<file path="src/rtl/mch_err_pkg.sv">
`timescale 1ns/1ps
package mch_err_pkg;
    localparam int NUM_EXT   = 7;
    localparam int NUM_CAUSE = 10;
    localparam int C_LOCK    = 7;
    localparam int C_OVR     = 8;
    localparam int C_UNR     = 9;

    typedef enum logic [2:0] {
        A_CTRL = 3'd0,
        A_MASK = 3'd1,
        A_RAW  = 3'd2,
        A_VIEW = 3'd3,
        A_CMD  = 3'd4,
        A_DATA = 3'd5,
        A_STAT = 3'd6
    } reg_addr_e;

    typedef enum logic {
        SLOT_FREE = 1'b0,
        SLOT_HELD = 1'b1
    } slot_state_e;
endpackage

</file>
<file path="src/rtl/mch_cmd_slot.sv">
`timescale 1ns/1ps
module mch_cmd_slot
    import mch_err_pkg::*;
#(
    parameter int CW = 16
) (
    input  logic          clk,
    input  logic          rst_n,
    input  logic          load,
    input  logic [CW-1:0] load_word,
    input  logic          accept,
    output logic          valid,
    output logic [CW-1:0] word,
    output logic          collide
);
    slot_state_e   state_q, state_d;
    logic [CW-1:0] word_q;

    always_ff @(posedge clk or negedge rst_n) begin
        if (!rst_n) state_q <= SLOT_FREE;
        else        state_q <= state_d;
    end

    always_comb begin
        state_d = state_q;
        unique case (state_q)
            SLOT_FREE: if (load)   state_d = SLOT_HELD;
            SLOT_HELD: if (accept) state_d = SLOT_FREE;
        endcase
    end

    always_ff @(posedge clk or negedge rst_n) begin
        if (!rst_n)                          word_q <= '0;
        else if (state_q == SLOT_FREE && load) word_q <= load_word;
    end

    always_comb begin
        valid   = 1'b0;
        collide = 1'b0;
        unique case (state_q)
            SLOT_FREE: valid = 1'b0;
            SLOT_HELD: begin
                valid   = 1'b1;
                collide = load;
            end
        endcase
    end

    assign word = word_q;
endmodule

</file>
<file path="src/rtl/mch_sw_fifo.sv">
`timescale 1ns/1ps
module mch_sw_fifo #(
    parameter int DW    = 32,
    parameter int DEPTH = 4,
    localparam int AW   = (DEPTH > 1) ? $clog2(DEPTH) : 1,
    localparam int LW   = $clog2(DEPTH + 1)
) (
    input  logic          clk,
    input  logic          rst_n,
    input  logic          sw_push,
    input  logic [DW-1:0] sw_wdata,
    input  logic          sw_pop,
    input  logic          card_push,
    input  logic [DW-1:0] card_wdata,
    input  logic          card_pop,
    output logic [DW-1:0] head,
    output logic          empty,
    output logic          full,
    output logic [LW-1:0] level,
    output logic          ovr,
    output logic          unr
);
    logic [DW-1:0] mem [DEPTH];
    logic [AW-1:0] wp_q, rp_q;
    logic [LW-1:0] cnt_q;
    logic          do_push, do_pop;
    logic [DW-1:0] wdata;

    function automatic logic [AW-1:0] step(input logic [AW-1:0] p);
        return (p == AW'(DEPTH - 1)) ? '0 : p + 1'b1;
    endfunction

    assign empty   = (cnt_q == '0);
    assign full    = (cnt_q == LW'(DEPTH));
    assign do_push = (sw_push || card_push) && !full;
    assign do_pop  = (sw_pop || card_pop) && !empty;
    assign wdata   = card_push ? card_wdata : sw_wdata;
    assign ovr     = sw_push && full;
    assign unr     = sw_pop && empty;
    assign head    = empty ? '0 : mem[rp_q];
    assign level   = cnt_q;

    always_ff @(posedge clk) begin
        if (do_push) mem[wp_q] <= wdata;
    end

    always_ff @(posedge clk or negedge rst_n) begin
        if (!rst_n) begin
            wp_q  <= '0;
            rp_q  <= '0;
            cnt_q <= '0;
        end else begin
            if (do_push) wp_q <= step(wp_q);
            if (do_pop)  rp_q <= step(rp_q);
            if (do_push && !do_pop)      cnt_q <= cnt_q + 1'b1;
            else if (do_pop && !do_push) cnt_q <= cnt_q - 1'b1;
        end
    end
endmodule

</file>
<file path="src/rtl/mch_cause_bank.sv">
`timescale 1ns/1ps
module mch_cause_bank #(
    parameter int N = 10
) (
    input  logic         clk,
    input  logic         rst_n,
    input  logic [N-1:0] set,
    input  logic [N-1:0] clr,
    input  logic [N-1:0] mask,
    input  logic         en,
    output logic [N-1:0] raw,
    output logic         irq
);
    logic [N-1:0] raw_q;
    logic         irq_q;

    always_ff @(posedge clk or negedge rst_n) begin
        if (!rst_n) begin
            raw_q <= '0;
            irq_q <= 1'b0;
        end else begin
            raw_q <= (raw_q & ~clr) | set;
            irq_q <= en & (|(raw_q & mask));
        end
    end

    assign raw = raw_q;
    assign irq = irq_q;
endmodule

</file>
<file path="src/rtl/mch_err_intr.sv">
`timescale 1ns/1ps
module mch_err_intr
    import mch_err_pkg::*;
#(
    parameter int CW    = 16,
    parameter int DW    = 32,
    parameter int DEPTH = 4,
    localparam int LW   = $clog2(DEPTH + 1)
) (
    input  logic                clk,
    input  logic                rst_n,
    input  logic                reg_wr,
    input  logic                reg_rd,
    input  logic [2:0]          reg_addr,
    input  logic [31:0]         reg_wdata,
    output logic [31:0]         reg_rdata,
    input  logic [NUM_EXT-1:0]  card_evt,
    input  logic                cmd_accept,
    output logic                cmd_valid,
    output logic [CW-1:0]       cmd_word,
    input  logic                card_push,
    input  logic [DW-1:0]       card_pdata,
    input  logic                card_pop,
    output logic [DW-1:0]       card_odata,
    output logic                irq
);
    logic                 ctrl_en_q;
    logic [NUM_CAUSE-1:0] mask_q, raw_w, set_v, clr_v;
    logic                 cmd_load, collide;
    logic                 sw_push, sw_pop;
    logic                 fifo_empty, fifo_full, ovr, unr;
    logic [LW-1:0]        fifo_level;
    logic                 unused_bits;

    assign unused_bits = ^reg_wdata[30:CW];

    assign cmd_load = reg_wr && (reg_addr == A_CMD) && reg_wdata[31];
    assign sw_push  = reg_wr && (reg_addr == A_DATA);
    assign sw_pop   = reg_rd && (reg_addr == A_DATA);
    assign clr_v    = (reg_wr && reg_addr == A_RAW) ? reg_wdata[NUM_CAUSE-1:0] : '0;
    assign set_v    = {unr, ovr, collide, card_evt};

    always_ff @(posedge clk or negedge rst_n) begin
        if (!rst_n) begin
            ctrl_en_q <= 1'b0;
            mask_q    <= '0;
        end else if (reg_wr) begin
            if (reg_addr == A_CTRL) ctrl_en_q <= reg_wdata[0];
            if (reg_addr == A_MASK) mask_q    <= reg_wdata[NUM_CAUSE-1:0];
        end
    end

    mch_cmd_slot #(.CW(CW)) u_slot (
        .clk       (clk),
        .rst_n     (rst_n),
        .load      (cmd_load),
        .load_word (reg_wdata[CW-1:0]),
        .accept    (cmd_accept),
        .valid     (cmd_valid),
        .word      (cmd_word),
        .collide   (collide)
    );

    mch_sw_fifo #(.DW(DW), .DEPTH(DEPTH)) u_fifo (
        .clk        (clk),
        .rst_n      (rst_n),
        .sw_push    (sw_push),
        .sw_wdata   (reg_wdata[DW-1:0]),
        .sw_pop     (sw_pop),
        .card_push  (card_push),
        .card_wdata (card_pdata),
        .card_pop   (card_pop),
        .head       (card_odata),
        .empty      (fifo_empty),
        .full       (fifo_full),
        .level      (fifo_level),
        .ovr        (ovr),
        .unr        (unr)
    );

    mch_cause_bank #(.N(NUM_CAUSE)) u_bank (
        .clk   (clk),
        .rst_n (rst_n),
        .set   (set_v),
        .clr   (clr_v),
        .mask  (mask_q),
        .en    (ctrl_en_q),
        .raw   (raw_w),
        .irq   (irq)
    );

    always_comb begin
        reg_rdata = '0;
        case (reg_addr)
            A_CTRL: reg_rdata[0] = ctrl_en_q;
            A_MASK: reg_rdata[NUM_CAUSE-1:0] = mask_q;
            A_RAW:  reg_rdata[NUM_CAUSE-1:0] = raw_w;
            A_VIEW: reg_rdata[NUM_CAUSE-1:0] = raw_w & mask_q;
            A_CMD: begin
                reg_rdata[31]     = cmd_valid;
                reg_rdata[CW-1:0] = cmd_word;
            end
            A_DATA: reg_rdata[DW-1:0] = card_odata;
            A_STAT: begin
                reg_rdata[0]      = fifo_empty;
                reg_rdata[1]      = fifo_full;
                reg_rdata[2]      = cmd_valid;
                reg_rdata[8 +: LW] = fifo_level;
            end
            default: reg_rdata = '0;
        endcase
    end
endmodule

</file>
<file path="config.mk">
export PLATFORM = sky130hd
export DESIGN_NAME = mch_err_intr
export DESIGN_NICKNAME = d
export VERILOG_FILES = /design/src/rtl/mch_err_pkg.sv /design/src/rtl/mch_cmd_slot.sv /design/src/rtl/mch_sw_fifo.sv /design/src/rtl/mch_cause_bank.sv /design/src/rtl/mch_err_intr.sv
export SDC_FILE = /design/constraint.sdc
export NUM_CORES = 1
export LEC_CHECK = 0
export BUFFER_PORTS_ARGS = -buffer_cell sky130_fd_sc_hd__clkbuf_2
export CAP_MARGIN = 5
export CORE_ASPECT_RATIO = 2
export CORE_UTILIZATION = 25
export DETAILED_ROUTE_END_ITERATION = 6
export GPL_ROUTABILITY_DRIVEN = 0
export PLACE_DENSITY = 0.43
export SETUP_SLACK_MARGIN = 0.3
export SLEW_MARGIN = 25
export SYNTH_ARGS = -nofsm -noshare
export SYNTH_HDL_FRONTEND = slang
export SYNTH_SLANG_ARGS = --single-unit
</file>
<file path="constraint.sdc">
create_clock -name clk -period 2.1 [get_ports clk]
set_input_delay 0.21 -clock clk [delete_from_list [all_inputs] [get_ports clk]]
set_output_delay 0.21 -clock clk [all_outputs]
set_load 0.01 [all_outputs]
</file>
; ---- Word-level counts from Yosys, hierarchy flattened
; Memory sizes are Yosys's and may differ from the RTL's.
; Cells that the tools add are included.
[classes]
add_sub_neg = 4
n_eq_ne = 9
n_mux = 22
bitwise_logic = 6
n_reduce_logical = 24
[op_table]
columns = cell, count
row1 = two-way mux 32 bit, 2
row2 = case mux 5 bit (5 select lines), 1
row3 = case mux 2 bit (6 select lines), 2
row4 = AND 10 bit, 2
row5 = two-way mux 15 bit, 1
row6 = == test 3 bit (second input constant), 4
row7 = logical AND 1 bit, 12
row8 = two-way mux 10 bit, 1
row9 = inverter 10 bit, 1
row10 = bitwise OR 10 bit, 1
row11 = case mux 5 bit (2 select lines), 1
row12 = OR reduction 10 bit, 1
row13 = case mux 1 bit (7 select lines), 1
row14 = == test 3 x 2 -> 1 bit (second input constant), 2
row15 = zero test 3 bit, 2
row16 = two-way mux 3 bit, 2
row17 = case mux 1 bit (2 select lines), 3
row18 = two-way mux 1 bit, 5
row19 = adder 2 x 1 -> 2 bit (second input constant), 2
row20 = == test 2 bit (second input constant), 2
row21 = zero test 1 bit, 4
row22 = two-way mux 2 bit, 2
row23 = AND reduction 2 bit, 2
row24 = adder 3 x 1 -> 3 bit (second input constant), 1
row25 = other kinds (7), 8
[word_totals]
regBits = 46
mem_bits_rw = 128
in_bits = 81
out_inout_bits = 82
elab_cells = 75
memories = 1
[mem_list]
columns = memory, words, width, rd, rd_ports_with_merged_regs, write_ports, line_no
row1 = u_fifo.mem, 4, 32, 1, 0, 1, mch_sw_fifo.sv:23  ; logic [DW-1:0] mem [DEPTH];

; ---- Logic depth before layout (Yosys ltp)
; Gate-level depths: netlist of the first run.
[logic_depth]
word_depth = 8
ltp_mapped = 9
mapped_depth_nobuf = 8

; ---- Hierarchy
; A second synthesis of the first run with hierarchy kept.
[hier_totals]
cells_unflattened = 485
area_unflattened_um2 = 8006.4
[modules_own_cells]
columns = module, instances, cells_each, area_each_um2
row1 = mch_sw_fifo, 1, 278, 5676.7
row2 = mch_err_intr, 1, 130, 1177.4
row3 = mch_cmd_slot, 1, 39, 699.4
row4 = mch_cause_bank, 1, 38, 452.9

; ---- Least setup slack after synthesis of the first run
; Ideal clock, no wire load.
[synth_path]
path_type = register to register
startpoint = register u_fifo.cnt_q[2] (netlist: u_fifo.level[2])
endpoint = register u_fifo.cnt_q[2] (netlist: u_fifo.level[2])
setup_time_ns = 0.079
t_arrival_ns = 2.106
required_time_ns = 2.021
setup_slack_ns = -0.085
path_stages_with_launch = 10
cell_sequence = dfrtp_1 -> or3_1 -> buf_2 -> o21ai_0 -> ha_1 -> inv_1 -> fa_1 -> xor2_1 -> nor2_1 -> xor2_1
[synth_between]
elab_chain_cells = 6
elab_cells_between_ends = 15
cone_classes = add/sub: 2 / eq/ne: 1 / mux: 2 / reduce/logical: 10
[synth_lines]
columns = element, line_no
row1 = "start, declared", mch_sw_fifo.sv:25  ; logic [LW-1:0] cnt_q;
row2 = "start signal, assigned", mch_sw_fifo.sv:55  ; if (do_push && !do_pop) cnt_q <= cnt_q + 1'b1;
row3 = "start signal, assigned", mch_sw_fifo.sv:56  ; else if (do_pop && !do_push) cnt_q <= cnt_q - 1'b1;
row4 = branches (longest 6 deep; another with subtractor 3 x 1 -> 3 bit), --
; Several ways; the timed one is not identified. The select of a mux whose other input is x is not followed.
; A chain may end at the register's enable or synchronous reset.

; ---- Worst setup path after layout of the first run
[layout_path]
startpoint = register u_fifo.rp_q[0]
endpoint = output port reg_rdata[7]
[layout_between]
elab_chain_cells = 3
[layout_lines]
columns = element, line_no
row1 = "start, declared", mch_sw_fifo.sv:24  ; logic [AW-1:0] wp_q, rp_q;
row2 = "start signal, assigned", mch_sw_fifo.sv:54  ; if (do_pop) rp_q <= step(rp_q);
row3 = memory (4 x 32 bit), --
row4 = two-way mux 32 bit, mch_sw_fifo.sv:40  ; assign head = empty ? '0 : mem[rp_q];
row5 = case mux 5 bit (5 select lines), mch_err_intr.sv:94  ; case (reg_addr)
row6 = "end, declared", mch_err_intr.sv:16  ; output logic [31:0] reg_rdata,
; Every way passes these cells.

==> flow_summary.toml, run 1 <==
[sta]
rsz0062_at_grt = "true"
fin_skew_ns = 0.00980
hold_viol_final = 0
slew-limit-headroom_pct = 57.5
post-route-min-period_ns = 2.34
fmax_mhz = 428
timing.final.setup_violations = 61
fin_ws_ns = -0.239
fin_setup_tns_ns = -6.74
min_period_over_period_pct = 111
final-max-slew-violation-count = 0
tightest_pin_transition_ns = 0.622

[finish]
finalNetCount = 791
n_antenna_cell = 0
drive_above_1_share_pct = 57.4
synthToLayoutAreaGrowth_pct = 37.4

[worst_setup_path]
worst_ep_arrival_time_ns = 2.13
critPathLaunchType = "register"
cp.required_ns = 1.89
worst_setup_end_kind = "primary output"
worst-r2r-setup-slack_ns = -0.10
path_class = "register to primary output"
worst-path-max-fanout = 6
reg2reg_from = "u_fifo.level[0]$_DFFE_PN0P_"
rr_worst_depth = 10
crit-reg2reg-capture = "u_fifo.level[2]$_DFFE_PN0P_"

[logic_synthesis]
syn-cell-area_um2 = 7830
syn-mean-instance-area_um2 = 16.3
postSynthRegisterBits = 174
syn_inst_count = 480
yosys_warnings = 0
ys.flop_type = "sky130_fd_sc_hd__edfxtp_1"
synthDistinctLibCells = 54
async_set_reset_flop_share_out_of_synthesis_pct = 26.4
synth-edff-count = 128
synth.net_count = 568
synth_seq_area_share_pct = 63.8

[floorplan]
pin_count = 163
die_w_um = 127
vert_die_dim_um = 252
num_rows = 91
core_region_area_um2 = 30900
initial_core_util_pct = 25.4
die_area_um2 = 32100

[route]
drt.antenna.violating_nets = 0
vias_per_cell = 4.46
drt_drc_violations_left = 0
vias = 5056
detail_route.wl_per_cell_um = 20.6
dr.pass1.iters = 4
initialDrtViolationCount = 204
wirelength_mm = 23.3

[cts]
ctsRootBufferMaster = "sky130_fd_sc_hd__clkbuf_16"
clkLatencyLatePin_ns = 0.45
htreeDepth = 4
cts_buffers = 17
clock_path_buffers = 2
worst_setup_hold_path_clk_slew_ns = 0.07
number_of_sinks_on_the_clock_net = 174
tritoncts = "built"

[power_and_ir_drop]
total_power_mw = 13.9
comb_power_share_pct = 41.5
power.static_leakage_nw = 4.26
vdd_ir_drop_max_uv = 580
power.clock.fraction_pct = 23.4
portion_of_total_power_attributed_to_sequential_cells_pct = 35.0
net-switching-power_mw = 4.53
power.switching_fraction_pct = 32.6
power_density_nw_per_um2 = 1290
internal_power_mw = 9.36

[global_route]
grt_met3_usage_pct = 2.37
grt_first_pass_wirelength_mm = 34.6
grt-busiest-layer = "met2"
grt_overflow_total = 0
grt_use_met2_pct = 29.1
track_usage_pct = 15.0
number_of_antenna_violations_at_the_first_check_in_global_routing = 0
global_route_track_usage_on_met1_pct = 15.6
via_count_of_the_first_global_routing_pass = 5542
grt_max_degree = 33

[placement]
dp_worst_setup_slack_ns = -0.0169
dp_hpwl_mm = 16.7
io_buffers = 162

[worst_hold_path]
hp-start = "reg_wdata[2]"
whs_endpoint = "mask_q[2]$_DFFE_PN0P_"
min-delay-path-class = "primary input to register"
whs_path_depth = 3

[run_status]
violated_checks = "negative setup slack"
run_status = "finished, violations left"

[job]
maxCapViolations = 0
==> area by class of cell <==
class,instances,area [µm²]
clock buffers,17,425
fillers,3015,20100
flip-flops and latches,174,5000
multi-input cells,260,2790
inverters,14,52.6
well taps,418,523
repair buffers,236,1770
clock inverters,15,186
==> registers in the layout, summed over array words and instances, names as in the netlist <==
| name | cells |
|---|---|
| mask_q | 10 |
| u_fifo.wp_q | 2 |
| u_slot.word | 16 |
| u_bank.irq | 1 |
| u_fifo.rp_q | 2 |
| u_bank.raw | 10 |
| u_fifo.level | 3 |
| ctrl_en_q | 1 |
| u_slot.state_q | 1 |
| u_fifo.mem | 128 |
==> layer usage <==
layer | up-vias | part of all wire [%] | wire length [µm]
met5 | - | 0 | 0
met4 | 0 | 2.7 | 641
met3 | 33 | 2.7 | 638
met2 | 133 | 58 | 13500
met1 | 2578 | 37 | 8590
li1 | 2312 | - | -
==> power groups by stage <==
stage / Combinational, mW / Sequential (mW) / Clock (mW)
final: 5.77 / 4.86 / 3.26
after global routing: 6.20 / 4.93 / 3.48
after global placement: 4.62 / 4.93 / 0
after detailed placement: 4.67 / 4.98 / 0
after CTS: 5.34 / 4.87 / 3.36
after floorplan: 2.72 / 4.85 / 0
==> worst max-delay path by stage <==
| stage | start | end | slack [ns] | depth (start not counted) |
|---|---|---|---|---|
| 2_1_floorplan | u_fifo.level[1]$_DFFE_PN0P_ | u_fifo.level[2]$_DFFE_PN0P_ | 0.06 | 9 |
| 3_3_place_gp | u_fifo.level[1]$_DFFE_PN0P_ | u_fifo.level[2]$_DFFE_PN0P_ | 0.03 | 8 |
| 3_5_place_dp | u_fifo.level[1]$_DFFE_PN0P_ | u_fifo.level[2]$_DFFE_PN0P_ | -0.02 | 8 |
| 4_1_cts | u_fifo.rp_q[0]$_DFFE_PN0P_ | reg_rdata[7] | -0.27 | 5 |
| 5_1_grt | u_fifo.rp_q[0]$_DFFE_PN0P_ | reg_rdata[8] | -0.31 | 5 |
| 6_report | u_fifo.rp_q[0]$_DFFE_PN0P_ | reg_rdata[7] | -0.24 | 5 |
==> cells in the final DEF (no fill, tap or decap), drive strengths merged, types with 2 or more instances in the layout <==
master	instances
clkbuf	170
edfxtp	128
buf	69
mux2	63
dfrtp	46
and2	38
mux4	32
inv	23
and3	16
dlygate4sd3	14
nor2b	12
nand2	11
a22o	9
a2111oi	7
a21oi	6
ha	6
a221o	6
nor2	5
or2	4
a21o	4
a221oi	4
o21ai	4
clkinv	4
and4b	3
o2bb2ai	3
nand2b	2
mux2i	2
nand4	2
xor2	2
a22oi	2
==> per-stage QoR <==
stage,cells,hold WS [ns],utilization (%),cell area (µm²)
after floorplan,480,-0.0856,-,7860
after global placement,1070,0.184,30.6,9450
after detailed placement,1070,0.196,30.6,9450
after CTS,1125,0.000289,33.9,10500
after global routing,1134,0.0217,34.8,10800
final,1134,0.0347,34.8,10800
==> cell usage after synthesis (2+ instances only) <==
cell                          n  area (µm²)
sky130_fd_sc_hd__buf_2        9        45.0
sky130_fd_sc_hd__nor2b_1     12        75.1
sky130_fd_sc_hd__nor2_1       5        18.8
sky130_fd_sc_hd__a21o_1       4        30.0
sky130_fd_sc_hd__mux2_2      63         709
sky130_fd_sc_hd__a221oi_1     4        35.0
sky130_fd_sc_hd__a22o_1       2        17.5
sky130_fd_sc_hd__a221o_1      4        40.0
sky130_fd_sc_hd__and2_1      36         225
sky130_fd_sc_hd__a221o_2      2        22.5
sky130_fd_sc_hd__o2bb2ai_1    3        26.3
sky130_fd_sc_hd__a22o_2       7        70.1
sky130_fd_sc_hd__o21ai_0      4        20.0
sky130_fd_sc_hd__a22oi_1      2        15.0
sky130_fd_sc_hd__mux4_2      32         721
sky130_fd_sc_hd__nand2b_1     2        12.5
sky130_fd_sc_hd__xor2_1       2        17.5
sky130_fd_sc_hd__and3_1      15        93.8
sky130_fd_sc_hd__a2111oi_0    7        61.3
sky130_fd_sc_hd__inv_1       14        52.6
sky130_fd_sc_hd__ha_1         6        75.1
sky130_fd_sc_hd__edfxtp_1   128        3840
sky130_fd_sc_hd__nand4_1      2        12.5
sky130_fd_sc_hd__mux2i_1      2        20.0
sky130_fd_sc_hd__a21oi_1      6        30.0
sky130_fd_sc_hd__or2_2        4        25.0
sky130_fd_sc_hd__nand2_1     11        41.3
sky130_fd_sc_hd__and4b_1      2        20.0
sky130_fd_sc_hd__clkbuf_1    20        75.1
sky130_fd_sc_hd__dfrtp_1     46        1150
==> worst max-delay path, cell delays in order, from the launching register on <==
cell	delay, ns
sky130_fd_sc_hd__dfrtp_2	0.39
sky130_fd_sc_hd__buf_6	0.15
sky130_fd_sc_hd__buf_12	0.14
sky130_fd_sc_hd__mux4_2	0.52
sky130_fd_sc_hd__a221o_2	0.35
sky130_fd_sc_hd__clkbuf_2	0.13
==> kinds of logic after synthesis <==
group	share of synthesized area, %
AND/OR/NAND/NOR	8.14
buffers and inverters	2.69
XOR/XNOR	0.336
adder cells (fa/ha/maj)	1.22
AO/OA/AOI/OAI	5.28
flip-flops	63.8
multiplexers	18.5
==> timing repair <==
action                     CTS  global route
gates cloned                 2             4
hold endpoints to repair    27             0
hold buffers                14             0
setup endpoints to repair   85           194
buffers inserted             7             5
gates resized for setup     45            46
pin swaps                   33             5
Power figures use the tool's default switching activity.
==> run 2, diff against run 1 <==
--- a/config.mk
+++ b/config.mk
@@ -5,6 +5,7 @@
 export SDC_FILE = /design/constraint.sdc
 export NUM_CORES = 1
 export LEC_CHECK = 0
+export ABC_AREA = 1
 export BUFFER_PORTS_ARGS = -buffer_cell sky130_fd_sc_hd__clkbuf_2
 export CAP_MARGIN = 5
 export CORE_ASPECT_RATIO = 2
@@ -12,6 +13,7 @@
 export DETAILED_ROUTE_END_ITERATION = 6
 export GPL_ROUTABILITY_DRIVEN = 0
 export PLACE_DENSITY = 0.43
+export REMOVE_ABC_BUFFERS = 1
 export SETUP_SLACK_MARGIN = 0.3
 export SLEW_MARGIN = 25
 export SYNTH_ARGS = -nofsm -noshare
==> run 2 against run 1 <==
- the run now ends clean
- die area up 5.0%
- sequential share of layout area down 2.0 points
- critical endpoint is now reg_rdata[11]
- sequential power about the same
- register-to-register slack better by 0.40 ns
- power up 6.4%
- critical path depth up 4
- combinational power up 16%
==> flow_summary.toml, run 2 <==
[route]
initialDrtViolationCount = 325
detail_route.wl_per_cell_um = 18.3
drt_drc_violations_left = 0
wirelength_mm = 28.7
vias_per_cell = 4.42
dr.pass1.iters = 4
drt.antenna.violating_nets = 0
vias = 6929

[floorplan]
initial_core_util_pct = 25.5
core_region_area_um2 = 32200
die_area_um2 = 33700
die_w_um = 130
num_rows = 93
vert_die_dim_um = 259
pin_count = 163

[logic_synthesis]
post_synth_xor_area_fraction_pct = 0.213
synth_area_in_compound_gates_pct = 8.12
synth_seq_area_share_pct = 60.7
async_set_reset_flop_share_out_of_synthesis_pct = 26.4
synth-edff-count = 128
yosys_warnings = 0
post_synth_main_area_contributors = "sky130_fd_sc_hd__edfxtp_1 47%, sky130_fd_sc_hd__dfrtp_1 14%, sky130_fd_sc_hd__nand2_1 13%, sky130_fd_sc_hd__nor2_1 6.8%, sky130_fd_sc_hd__o21ai_0 5.3%"
syn-cell-area_um2 = 8220
yosys.area_share.adder_pct = 1.16
synthMuxAreaShare_pct = 0
syn-mean-instance-area_um2 = 9.01
postSynthRegisterBits = 174
netlist_top_cells_count = "292 x sky130_fd_sc_hd__nand2_1, 148 x sky130_fd_sc_hd__nor2_1, 128 x sky130_fd_sc_hd__edfxtp_1"
post_synth_and_or_nand_nor_area_fraction_pct = 24.6
synth_top_cell_area_share_pct = 46.7
post-synth-top-area-cell = "sky130_fd_sc_hd__edfxtp_1"
syn_inst_count = 913
ys.flop_type = "sky130_fd_sc_hd__edfxtp_1"
synthDistinctLibCells = 28
synth_top_family_by_area = "simple AND/OR/NAND/NOR gates"
synth.most_common_cell = "sky130_fd_sc_hd__nand2_1"

[global_route]
via_count_of_the_first_global_routing_pass = 6959
track_usage_pct = 17.3
global_route_track_usage_on_met1_pct = 17.4
grt_max_degree = 43
number_of_antenna_violations_at_the_first_check_in_global_routing = 0
grt_first_pass_wirelength_mm = 41.2
grt_use_met2_pct = 34.5
grt-busiest-layer = "met2"
grt_overflow_total = 0
grt_met3_usage_pct = 2.42

[power_and_ir_drop]
net-switching-power_mw = 5.76
vdd_ir_drop_max_uv = 682
power.static_leakage_nw = 5.07
comb_power_share_pct = 45.3
power_density_nw_per_um2 = 1320
power.switching_fraction_pct = 38.9
power.clock.fraction_pct = 22.0
portion_of_total_power_attributed_to_sequential_cells_pct = 32.8
internal_power_mw = 9.03

[worst_setup_path]
cp.required_ns = 1.89
worst_setup_end_kind = "primary output"
critical_path_buf_inv_count = 3
path_cells = "buf_6 > clkbuf_16 > nor2_2 > nor2_1 > o21ai_1 > nand2_1 > nand3_1 > nand2_1 > clkbuf_2"
cpMaxStageDelayCell = "sky130_fd_sc_hd__dfrtp_2"
cp_common_cell = "sky130_fd_sc_hd__nand2_1"
worst-path-max-fanout = 8
path_class = "register to primary output"
critPathLaunchType = "register"
timing.critical_path.slowest_cell_delay_ns = 0.49
worst_ep_arrival_time_ns = 1.86
largest_delay_share_family_worst_path = "flip-flops"

[finish]
design_area_um2 = 11200
final_cell_mix = "270 x sky130_fd_sc_hd__nand2_1, 134 x sky130_fd_sc_hd__nor2_1, 131 x sky130_fd_sc_hd__clkbuf_2, 128 x sky130_fd_sc_hd__edfxtp_1, 50 x sky130_fd_sc_hd__inv_1"
finalNetCount = 1217
largest_register_ffs = 128
n_antenna_cell = 0
top_register = "u_fifo.mem"
drive_above_1_share_pct = 31.9
layout.cells.most_common = "sky130_fd_sc_hd__nand2_1"
fill_cell_count = 3360
synthToLayoutAreaGrowth_pct = 36.6

[sta]
final-max-slew-violation-count = 0
rsz0062_at_grt = "true"
post-route-min-period_ns = 2.07
timing.final.setup_violations = 0
hold_viol_final = 0
min_period_over_period_pct = 98.4
fin_skew_ns = 0.00804
tightest_pin_transition_ns = 0.844
fin_setup_tns_ns = 0
slew-limit-headroom_pct = 43.7
fmax_mhz = 484

[cts]
clock_path_buffers = 2
number_of_sinks_on_the_clock_net = 174
tritoncts = "built"
cts_buffers = 17
ctsRootBufferMaster = "sky130_fd_sc_hd__clkbuf_16"
worst_setup_hold_path_clk_slew_ns = 0.07
htreeDepth = 4
clkLatencyLatePin_ns = 0.44

[job]
maxCapViolations = 0

[placement]
total_placed_instance_area_um2 = 9800
io_buffers = 162
dp_hpwl_mm = 19.8

[worst_hold_path]
min-delay-path-class = "primary input to register"

[run_status]
run_status = "completed"
run 2: cell types whose count changed in the layout (fill, tap and decap cells not counted), moves of 32 or more:
cell / previous run / this run
sky130_fd_sc_hd__mux2_2: 62 / 0
sky130_fd_sc_hd__nor2_1: 4 / 134
sky130_fd_sc_hd__o21ai_0: 3 / 41
sky130_fd_sc_hd__nand2_1: 11 / 270
sky130_fd_sc_hd__mux4_2: 32 / 0
sky130_fd_sc_hd__inv_1: 13 / 50
sky130_fd_sc_hd__o21ai_1: 0 / 38
sky130_fd_sc_hd__nand3_1: 0 / 45
run 2: area by class of cell:
class / instances / area [µm²] / area share (%)
Multi-Input combinational cell: 637 / 3170 / 28.2
Clock buffer: 18 / 429 / 3.82
Tap cell: 427 / 534 / 4.76
Sequential cell: 174 / 5000 / 44.5
Clock inverter: 14 / 166 / 1.48
Inverter: 63 / 244 / 2.17
Timing Repair Buffer: 236 / 1700 / 15.1
run 2: tightest hold or removal path: stages:
cell                       delay [ns]
sky130_fd_sc_hd__clkbuf_2        0.09
sky130_fd_sc_hd__nand3_1         0.07
sky130_fd_sc_hd__nand2_1         0.05
run 2: power groups by stage:
| stage | registers [mW] | logic (mW) | clock network (mW) |
|---|---|---|---|
| global placement | 4.86 | 5.39 | 0 |
| finish | 4.85 | 6.69 | 3.25 |
| floorplan | 5.00 | 2.68 | 0 |
| detailed placement | 4.87 | 5.40 | 0 |
| CTS | 4.82 | 5.96 | 3.30 |
| global route | 4.91 | 7.39 | 3.45 |
run 2: timing repair:
action / CTS / global route
pin swaps: 6 / 18
hold endpoints to repair: 34 / 0
gates cloned: 2 / 3
hold buffers: 9 / 0
resized for setup: 57 / 148
buffers inserted: 10 / 10
endpoints found under the setup margin: 66 / 66
run 2: cell families after synthesis:
kind of cell / after synthesis
compound gates: 126
simple gates: 502
buf+inv: 102
flops: 174
xor+xnor: 2
fa+ha+maj: 7
run 2: final timing paths:
kind,from,end,slack [ns],cells after the start
worst min register to register,u_slot.word[14]$_DFFE_PN0P_,u_slot.word[14]$_DFFE_PN0P_,0.50,2
max in group asynchronous,rst_n,mask_q[3]$_DFFE_PN0P_,0.99,3
worst min-delay path,reg_wdata[13],u_slot.word[13]$_DFFE_PN0P_,0.03,3
worst max-delay path,u_fifo.rp_q[0]$_DFFE_PN0P_,reg_rdata[11],0.03,9
worst max register to register,u_fifo.level[1]$_DFFE_PN0P_,u_fifo.level[2]$_DFFE_PN0P_,0.30,12
min in group asynchronous,rst_n,u_slot.word[15]$_DFFE_PN0P_,0.42,2
run 2: per-stage QoR:
stage               utilization, %  setup slack [ns]  power (mW)  cells  hold slack, ns
floorplan                        -            -0.603        7.68    874         -0.0856
global route                  34.8           -0.0918        15.8   1569          0.0344
finish                        34.8            0.0345        14.8   1569          0.0285
CTS                           33.3           0.00702        14.1   1556          0.0119
global placement              30.4             0.171        10.3   1503           0.373
detailed placement            30.4             0.183        10.3   1503           0.368
run 2: metal layers:
layer  up-vias  share of wire [%]
met3        34                2.3
li1       3419                  -
met2       136                 59
met4         0                2.4
met5         -                  0
met1      3340                 37
